<file path="src/rtl/hs_join_pkg.sv">
package hs_join_pkg;
  typedef enum logic [1:0] {
    PH_LOCK = 2'b00,
    PH_WAIT = 2'b01,
    PH_CARD = 2'b10,
    PH_CONN = 2'b11
  } phase_e;

  // control -> datapath
  typedef struct packed {
    logic clrIdle;
    logic joinLines;
  } ctrl_strobe_t;

  // datapath -> control
  typedef struct packed {
    logic stopSeen;
    logic idleSeen;
    logic cardHigh;
  } bus_status_t;
endpackage

</file>
<file path="src/rtl/hs_join_datapath.sv">
module hs_join_datapath
  import hs_join_pkg::*;
#(
  parameter int IDLE_CYCLES = 1000,
  parameter int SYNC_STAGES = 2
) (
  input  logic         clk,
  input  logic         rstN,
  input  logic [3:0]   rawLines,   // [0] bp SDA, [1] bp SCL, [2] card SDA, [3] card SCL
  input  ctrl_strobe_t strobe,
  output bus_status_t  status,
  output logic [1:0]   bpLevel,    // [0] SDA, [1] SCL
  output logic [1:0]   cdLevel
);
  localparam int CNT_W    = $clog2(IDLE_CYCLES + 1);
  localparam int N_LINES  = 4;
  localparam int N_WIRES  = N_LINES / 2;

  logic [N_LINES-1:0] synced;
  logic               sdaPrev;
  logic [CNT_W-1:0]   idleCnt;
  logic               bpBothHigh;

  genvar g;
  for (g = 0; g < N_LINES; g++) begin : g_sync
    logic [SYNC_STAGES-1:0] chain;
    always_ff @(posedge clk or negedge rstN) begin
      if (!rstN) chain <= '1;
      else       chain <= {chain[SYNC_STAGES-2:0], rawLines[g]};
    end
    assign synced[g] = chain[SYNC_STAGES-1];
  end

  assign bpBothHigh = synced[0] & synced[1];

  always_ff @(posedge clk or negedge rstN) begin
    if (!rstN) sdaPrev <= 1'b1;
    else       sdaPrev <= synced[0];
  end

  always_ff @(posedge clk or negedge rstN) begin
    if (!rstN)                             idleCnt <= '0;
    else if (strobe.clrIdle || !bpBothHigh) idleCnt <= '0;
    else if (idleCnt != CNT_W'(IDLE_CYCLES)) idleCnt <= idleCnt + 1'b1;
  end

  assign status.stopSeen = bpBothHigh & ~sdaPrev;
  assign status.idleSeen = (idleCnt == CNT_W'(IDLE_CYCLES));
  assign status.cardHigh = synced[2] & synced[3];

  // wired-AND join per wire, SDA and SCL independent
  for (g = 0; g < N_WIRES; g++) begin : g_join
    logic wired;
    assign wired      = rawLines[g] & rawLines[g+N_WIRES];
    assign bpLevel[g] = strobe.joinLines ? wired : rawLines[g];
    assign cdLevel[g] = strobe.joinLines ? wired : rawLines[g+N_WIRES];
  end

  AST_IDLE_RESTART: assert property (@(posedge clk) disable iff (!rstN)
    !bpBothHigh |=> idleCnt == '0) else $error("idle count not restarted");

  AST_STOP_NEEDS_RISE: assert property (@(posedge clk) disable iff (!rstN)
    status.stopSeen |=> !status.stopSeen) else $error("stop held two cycles");
endmodule

</file>
<file path="src/rtl/hs_join_ctrl.sv">
module hs_join_ctrl
  import hs_join_pkg::*;
#(
  parameter bit NEED_SECOND = 1'b1
) (
  input  logic         clk,
  input  logic         rstN,
  input  logic         supplyGood,
  input  logic         supply2Good,
  input  bus_status_t  status,
  output ctrl_strobe_t strobe,
  output logic [1:0]   phase,
  output logic         prechargeEn,
  output logic         connectEn,
  output logic         accelEn
);
  phase_e state, stateNxt;
  logic   supplyOk;

  if (NEED_SECOND) begin : g_two_supplies
    assign supplyOk = supplyGood & supply2Good;
  end else begin : g_one_supply
    assign supplyOk = supplyGood;
  end

  always_comb begin
    stateNxt = state;
    if (!supplyOk) stateNxt = PH_LOCK;
    else begin
      unique case (state)
        PH_LOCK: stateNxt = PH_WAIT;
        PH_WAIT: if (status.stopSeen || status.idleSeen) stateNxt = PH_CARD;
        PH_CARD: if (status.cardHigh) stateNxt = PH_CONN;
        PH_CONN: stateNxt = PH_CONN;
        default: stateNxt = PH_LOCK;
      endcase
    end
  end

  always_ff @(posedge clk or negedge rstN) begin
    if (!rstN) state <= PH_LOCK;
    else       state <= stateNxt;
  end

  assign strobe.clrIdle   = (state == PH_LOCK);
  assign strobe.joinLines = (state == PH_CONN) & supplyOk;
  assign connectEn        = strobe.joinLines;
  assign accelEn          = strobe.joinLines;
  assign prechargeEn      = (state == PH_LOCK);
  assign phase            = state;

  AST_LOCK_HOLD: assert property (@(posedge clk) disable iff (!rstN)
    (state == PH_LOCK && !supplyOk) |=> state == PH_LOCK) else $error("left lockout");

  AST_EVENT_ADVANCE: assert property (@(posedge clk) disable iff (!rstN)
    (state == PH_WAIT && supplyOk && (status.stopSeen || status.idleSeen)) |=> state == PH_CARD)
    else $error("event missed");

  AST_CARD_CONNECT: assert property (@(posedge clk) disable iff (!rstN)
    (state == PH_CARD && supplyOk && status.cardHigh) |=> state == PH_CONN)
    else $error("card high not joined");

  AST_SUPPLY_LOSS: assert property (@(posedge clk) disable iff (!rstN)
    !supplyOk |=> (state == PH_LOCK)) else $error("no lockout on supply loss");

  AST_PRECHARGE_EXCL: assert property (@(posedge clk) disable iff (!rstN)
    !(prechargeEn && connectEn)) else $error("precharge with join");
endmodule

</file>
<file path="src/rtl/hs_join_top.sv">
module hs_join_top
  import hs_join_pkg::*;
#(
  parameter int IDLE_CYCLES = 1000,
  parameter int SYNC_STAGES = 2,
  parameter bit NEED_SECOND = 1'b1
) (
  input  logic       clk,
  input  logic       rstN,
  input  logic       supplyGood,
  input  logic       supply2Good,
  input  logic       bpSdaIn,
  input  logic       bpSclIn,
  input  logic       cdSdaIn,
  input  logic       cdSclIn,
  output logic       prechargeEn,
  output logic       connectEn,
  output logic       accelEn,
  output logic       bpSdaLine,
  output logic       bpSclLine,
  output logic       cdSdaLine,
  output logic       cdSclLine,
  output logic [1:0] phase
);
  ctrl_strobe_t strobe;
  bus_status_t  status;
  logic [1:0]   bpLevel, cdLevel;

  hs_join_ctrl #(.NEED_SECOND(NEED_SECOND)) u_ctrl (
    .clk(clk), .rstN(rstN), .supplyGood(supplyGood), .supply2Good(supply2Good),
    .status(status), .strobe(strobe), .phase(phase), .prechargeEn(prechargeEn),
    .connectEn(connectEn), .accelEn(accelEn)
  );

  hs_join_datapath #(.IDLE_CYCLES(IDLE_CYCLES), .SYNC_STAGES(SYNC_STAGES)) u_dp (
    .clk(clk), .rstN(rstN), .rawLines({cdSclIn, cdSdaIn, bpSclIn, bpSdaIn}),
    .strobe(strobe), .status(status), .bpLevel(bpLevel), .cdLevel(cdLevel)
  );

  assign bpSdaLine = bpLevel[0];
  assign bpSclLine = bpLevel[1];
  assign cdSdaLine = cdLevel[0];
  assign cdSclLine = cdLevel[1];
endmodule

</file>
<file path="config.mk">
export PLATFORM = sky130hd
export DESIGN_NAME = hs_join_top
export DESIGN_NICKNAME = d
export VERILOG_FILES = /design/src/rtl/hs_join_pkg.sv /design/src/rtl/hs_join_datapath.sv /design/src/rtl/hs_join_ctrl.sv /design/src/rtl/hs_join_top.sv
export SDC_FILE = /design/constraint.sdc
export NUM_CORES = 1
export LEC_CHECK = 0
export BUFFER_PORTS_ARGS = -buffer_cell sky130_fd_sc_hd__clkbuf_2
export CAP_MARGIN = 20
export CELL_PAD_IN_SITES_DETAIL_PLACEMENT = 1
export CELL_PAD_IN_SITES_GLOBAL_PLACEMENT = 1
export CORE_MARGIN = 1.5
export CORE_UTILIZATION = 37
export DETAILED_ROUTE_END_ITERATION = 10
export GPL_ROUTABILITY_DRIVEN = 1
export PLACE_DENSITY_LB_ADDON = 0.1
export SYNTH_ARGS = -nofsm -noshare
export SYNTH_HDL_FRONTEND = slang
export SYNTH_SLANG_ARGS = --single-unit
export TNS_END_PERCENT = 1
</file>
<file path="constraint.sdc">
create_clock -name clk -period 2.27 [get_ports clk]
set_input_delay 0.3405 -clock clk [delete_from_list [all_inputs] [get_ports clk]]
set_output_delay 0.3405 -clock clk [all_outputs]
set_load 0.005 [all_outputs]
</file>
Word-level counts from Yosys, hierarchy flattened
Index checks and enable logic that the tools add are counted.

operators by class
  reduce and logical (&&, ||, !) cells = 6
  bitwise operators = 8
  multipliers = 0
  $lt $le $gt $ge = 0
  add/sub/neg operators = 1
  mux-type cells = 10
  div/mod/pow operators = 0
  equality and inequality tests = 7
  shifts and indexed selects = 0

operators by type and width
  kind                                                                   number
  10-bit two-way mux                                                     2
  10-bit by 1-bit adder with 10-bit output, second input constant        1
  10-bit equality test, second input constant                            1
  10-bit inequality test, second input constant                          1
  2-bit case mux with 4 select lines                                     1
  1-bit AND                                                              7
  2-bit two-way mux                                                      3
  3-bit inequality test, second input constant                           2
  2-bit equality test, second input constant                             2
  1-bit two-way mux                                                      4
  2-bit by 1-bit equality test with 1-bit output, second input constant  1
  2-bit zero test                                                        1
  1-bit logical OR                                                       2
  2-bit AND reduction                                                    1
  2-bit nonzero test                                                     1
  1-bit zero test                                                        1
  1-bit NOT                                                              1

word-level totals
  output and inout port bits = 9
  input bits = 8
  register bits after elaboration = 21
  memories kept = 0
  word-level logic and storage cells = 39
  bits in writable memories = 0
  bits in latches = 0
  ROM bits = 0

Depth between registers and ports, before layout
  depth in word-level cells = 6
  depth in mapped cells = 5
  depth with buffers taken out = 5

Hierarchy
A second synthesis with hierarchy kept.

unflattened totals
  cells, all modules = 90
  area total of the unflattened synthesis = 945.9 µm²

modules (own cells, without submodules)
  module            seq. area each (µm²)  area each (µm²)  cells an instance  instances
  hs_join_datapath  486.7                 824.5            76                 1
  hs_join_ctrl      50.0                  121.4            14                 1

Least setup slack after synthesis
Ideal clock, no wire load.

  path kind = register to register
  start = register u_dp.idleCnt[0]
  end = register u_dp.idleCnt[8]
  setup slack = 1008 ps
  cell stages (with the launch flop) = 5
  data required time = 2192 ps
  path buffers = 0
  period minus slack after synthesis = 1262 ps
  setup time = 78 ps
  data arrival time = 1185 ps
  cells stage by stage = dfrtp_1 -> ha_1 -> nand4_1 -> or3_1 -> a21oi_1

on the way
  cells in the longest elaborated chain, start to end = 3
  elaborated cells on any way between the ends = 5
  classes of those cells = 1 x add/sub; 1 x eq/ne; 2 x mux; 1 x reduce/logical

ends and longest elaborated chain
  item                                      RTL line                source
  start: declaration                        hs_join_datapath.sv:21  logic [CNT_W-1:0] idleCnt;
  start signal: assignment                  hs_join_datapath.sv:44  else if (idleCnt != CNT_W'(IDLE_CYCLES)) idleCnt <= idleCnt + 1'b1;
  10-bit by 1-bit adder with 10-bit output  hs_join_datapath.sv:44
  10-bit two-way mux                        hs_join_datapath.sv:44
  10-bit two-way mux                        hs_join_datapath.sv:43  else if (strobe.clrIdle || !bpBothHigh) idleCnt <= '0;

Parallel ways exist; a longest one is shown, timed or not. The select of a mux whose other input is x is not followed.
A chain may end at the register's enable or synchronous reset.

Worst setup path in the final report
  start = register u_ctrl.state[0] (netlist: u_ctrl.phase[0])
  end = output cdSclLine

on the way
  cells in the longest elaborated chain, start to end = 3

ends and longest elaborated chain
  item                      RTL line                source
  start: declaration        hs_join_ctrl.sv:17      phase_e state, stateNxt;
  start signal: assignment  hs_join_ctrl.sv:42      else state <= stateNxt;
  2-bit equality test       hs_join_ctrl.sv:46      assign strobe.joinLines = (state == PH_CONN) & supplyOk;
  1-bit AND                 hs_join_ctrl.sv:46
  1-bit two-way mux         hs_join_datapath.sv:56  assign cdLevel[g] = strobe.joinLines ? wired : rawLines[g+N_WIRES];
  end: declaration          hs_join_top.sv:22       output logic cdSclLine,

Every way passes these cells.

==> run_results.csv <==
group,metric,value,unit
status,status,"completed",
clocking,clock-root-buffer,"clkbuf_4",
final_layout,area_growth,15.4,%
die,coreArea,2430,um^2
synth,synth_seq_area_share,57.4,%
final_layout,mostFrequentLayoutCells,"16 x clkbuf_2, 12 x dfrtp_1, 9 x nand2_1, 9 x dfstp_2",
global_route,grt_antenna_before_repair,0,
global_route,track_usage,16.0,%
placement,placed_area,1040,um^2
clocking,clk_pin_slew,130,ps
worst_setup_path,arrival,1400,ps
timing,tightest_slew,508,ps
timing,slew_headroom,66.1,%
worst_setup_path,crit_path_end_kind,"primary output",
timing,timing.final.crit_period,1740,ps
timing,finalHoldViolCount,0,
final_layout,final_common_cell,"clkbuf_2",
placement,io_buffer_count,16,
flow_run,max_cap_violations,0,
drt,ant_nets,0,
placement,dpl.cell_count,129,
clocking,clkSinkCount,21,
min_path,holdPathEnd,"u_dp.g_sync[1].chain[0]",
min_path,holdCritPathClass,"primary input to register",
placement,place_hpwl,1390,um
timing,drv_slew,0,
worst_setup_path,reg2reg_depth,5,
final_layout,drive_above_1_share,31.7,%
die,chipWidth,53.3,um
worst_setup_path,cp_slowest_cell,"dfrtp_1",
drt,drt-total-wl,1860,um
timing,post-route-period-util,76.7,%
drt,viasPerCell,5.19,
clocking,h-tree-depth,1,
worst_setup_path,r2r_start,"u_dp.idleCnt[0]",
timing,tns,0,ps
min_path,hold_depth,1,
worst_setup_path,path_class,"register to primary output",
pwr,seqPwrFrac,63.5,%
final_layout,fillers,279,
timing,fin_hold_ws,137,ps
pwr,vdd_drop_max,0.000322,V
final_layout,finalInstanceArea,1080,um^2
timing,finalSetupViolCount,0,
clocking,cts.path.max_buffers,2,
synth,ys_ff_latch,21,
drt,drtIter0Drc,1,
drt,routedWlPerCell,13.9,um
clocking,postCtsSetupBuffers,0,
final_layout,n_antenna_cell,0,
synth,syn_inst,85,
clocking,cts_buffers,3,
synth,synth_fp_nets,95,
drt,dr.pass1.iters,2,
die,die_h,53.3,um
pwr,power.density,584,nW/um^2
clocking,cts_tree,"done",
timing,fmax,0.575,GHz
global_route,grt_max_degree,22,
drt,route.detailed.drc,0,
clocking,clock_latency,310,ps
die,die_area,2840,um^2
global_route,grt_pass1_vias,686,
worst_setup_path,setup.worst_path.start_class,"register",
die,rows,18,
global_route,gr-total-overflow,0,
worst_setup_path,path_max_fanout,6,
die,ios,17,
min_path,worstHoldStart,"bpSclIn",
final_layout,final_core_util,44.3,%
final_layout,stdcell_count,134,
pwr,p_switching,0.153,mW
final_layout,fin_nets,115,
synth,synth_cell_types,28,
pwr,intPower,0.477,mW
placement,routabilityCongestion,0.693,
synth,yosysWarningCount,0,
timing,rsz0062_at_grt,"false",
timing,finalClockSkew,13.7,ps
synth,syn-cell-area,935,um^2
global_route,grt_pass1_wl,3150,um
pwr,comb_power_share,7.1,%
worst_setup_path,r2r-end,"u_dp.idleCnt[0]",
worst_setup_path,max_stage_delay,470,ps
worst_setup_path,r2r_setup_slack,800,ps
pwr,p_sw_share,24.3,%
worst_setup_path,required,1930,ps
pwr,p_leak,0.449,nW
synth,syn_avg_cell_area,11.0,um^2
die,initial_core_util,38.4,%
worst_setup_path,path_cells,"nand4_1 -> o21a_1 -> clkbuf_2",
pwr,power_frac_clock,29.4,%
drt,via_count,696,
## per-layer routing
metal | up-vias | global-route usage (%) | share of wire (%)
li1 | 339 | - | -
met1 | 340 | 21.0 | 49
met2 | 13 | 24.1 | 46
met3 | 4 | 3.39 | 2.8
met4 | 0 | 8.97 | 2.4
met5 | - | 0 | 0
## worst max path at each step
stage | from | end | slack, ps | cells past startpoint
after detailed placement | u_dp.idleCnt[0] | u_dp.idleCnt[0] | 800 | 5
after floorplan | u_dp.idleCnt[0] | u_dp.idleCnt[8] | 1010 | 4
after global routing | u_ctrl.phase[0] | cdSclLine | 400 | 3
after CTS | u_ctrl.phase[0] | cdSclLine | 490 | 3
final | u_ctrl.phase[0] | cdSclLine | 530 | 3
after global placement | u_dp.idleCnt[0] | u_dp.idleCnt[0] | 790 | 5
## critical path, delay by kind of cell (launching register included)
family | cells | cell delay, ps
simple gates | 1 | 260
buf+inv | 1 | 100
flops | 1 | 470
compound gates | 1 | 250
## repair_timing
| action | in CTS | in global routing |
|---|---|---|
| hold endpoints to repair | 12 | 0 |
| setup endpoints to repair | 0 | 0 |
| resized for setup | 0 | 0 |
| hold buffers | 1 | 0 |
## registers in the layout, indices dropped and copies added, names as in the netlist
register and count:
u_dp.g_sync.chain 8, u_dp.idleCnt 10, u_dp.sdaPrev 1, u_ctrl.phase 2
## power by group through the flow
stage | clock network, mW | registers, mW | logic, mW
after global routing | 0.209 | 0.402 | 0.0521
after CTS | 0.194 | 0.400 | 0.0465
after floorplan | 0 | 0.404 | 0.0182
final | 0.185 | 0.400 | 0.0450
after detailed placement | 0 | 0.407 | 0.0451
after global placement | 0 | 0.406 | 0.0440
## cells by family (layout without fill, tap and decap cells)
family / after synthesis / count (layout) / synth area share [%]
and+or+nand+nor: 31 / 31 / 18.5
DFF: 21 / 21 / 57.4
AOI/OAI and AO/OA: 19 / 19 / 13.3
buffers and inverters: 7 / 26 / 3.21
xor gates and xnor gates: 3 / 3 / 2.81
adders and majority gates: 2 / 2 / 2.68
muxes: 2 / 2 / 2.14
## synthesized netlist by cell type
| library cell | number | area share [%] |
|---|---|---|
| a211o_1 | 1 | 0.94 |
| a21oi_1 | 5 | 2.7 |
| buf_4 | 1 | 0.80 |
| clkbuf_1 | 1 | 0.40 |
| dfrtp_1 | 12 | 32 |
| dfstp_2 | 9 | 25 |
| ha_1 | 2 | 2.7 |
| inv_1 | 5 | 2.0 |
| mux2i_1 | 2 | 2.1 |
| nand2_1 | 9 | 3.6 |
| nand3_1 | 3 | 1.6 |
| nand3_2 | 1 | 1.1 |
| nand4_1 | 3 | 2.0 |
| nand4bb_1 | 1 | 1.2 |
| nor2_1 | 4 | 1.6 |
| nor2b_1 | 2 | 1.3 |
| nor3_1 | 1 | 0.53 |
| nor3_2 | 1 | 1.1 |
| o211a_1 | 1 | 1.1 |
| o21a_1 | 5 | 4.0 |
| o21ai_0 | 4 | 2.1 |
| o31ai_1 | 3 | 2.4 |
| or2_2 | 1 | 0.67 |
| or3_1 | 2 | 1.3 |
| or3_2 | 1 | 0.80 |
| or4_1 | 2 | 1.6 |
| xnor2_1 | 1 | 0.94 |
| xor2_1 | 2 | 1.9 |
## metrics by stage
step                      total power [mW]  worst slack (ps)
after floorplan                      0.422              1010
final                                0.630               530
after global placement               0.449               788
after CTS                            0.641               489
after global routing                 0.664               401
after detailed placement             0.452               801
## final cells by class
cell class	count	area (um^2)	area share (%)
tap	30	37.5	3.48
clock inverter	1	5.00	0.464
clock buffer	3	22.5	2.09
sequential	21	537	49.8
multi-input combinational	57	368	34.1
inverter	5	18.8	1.74
timing repair buffer	17	90.1	8.35
Note: power is estimated with default switching activity, not from simulation.
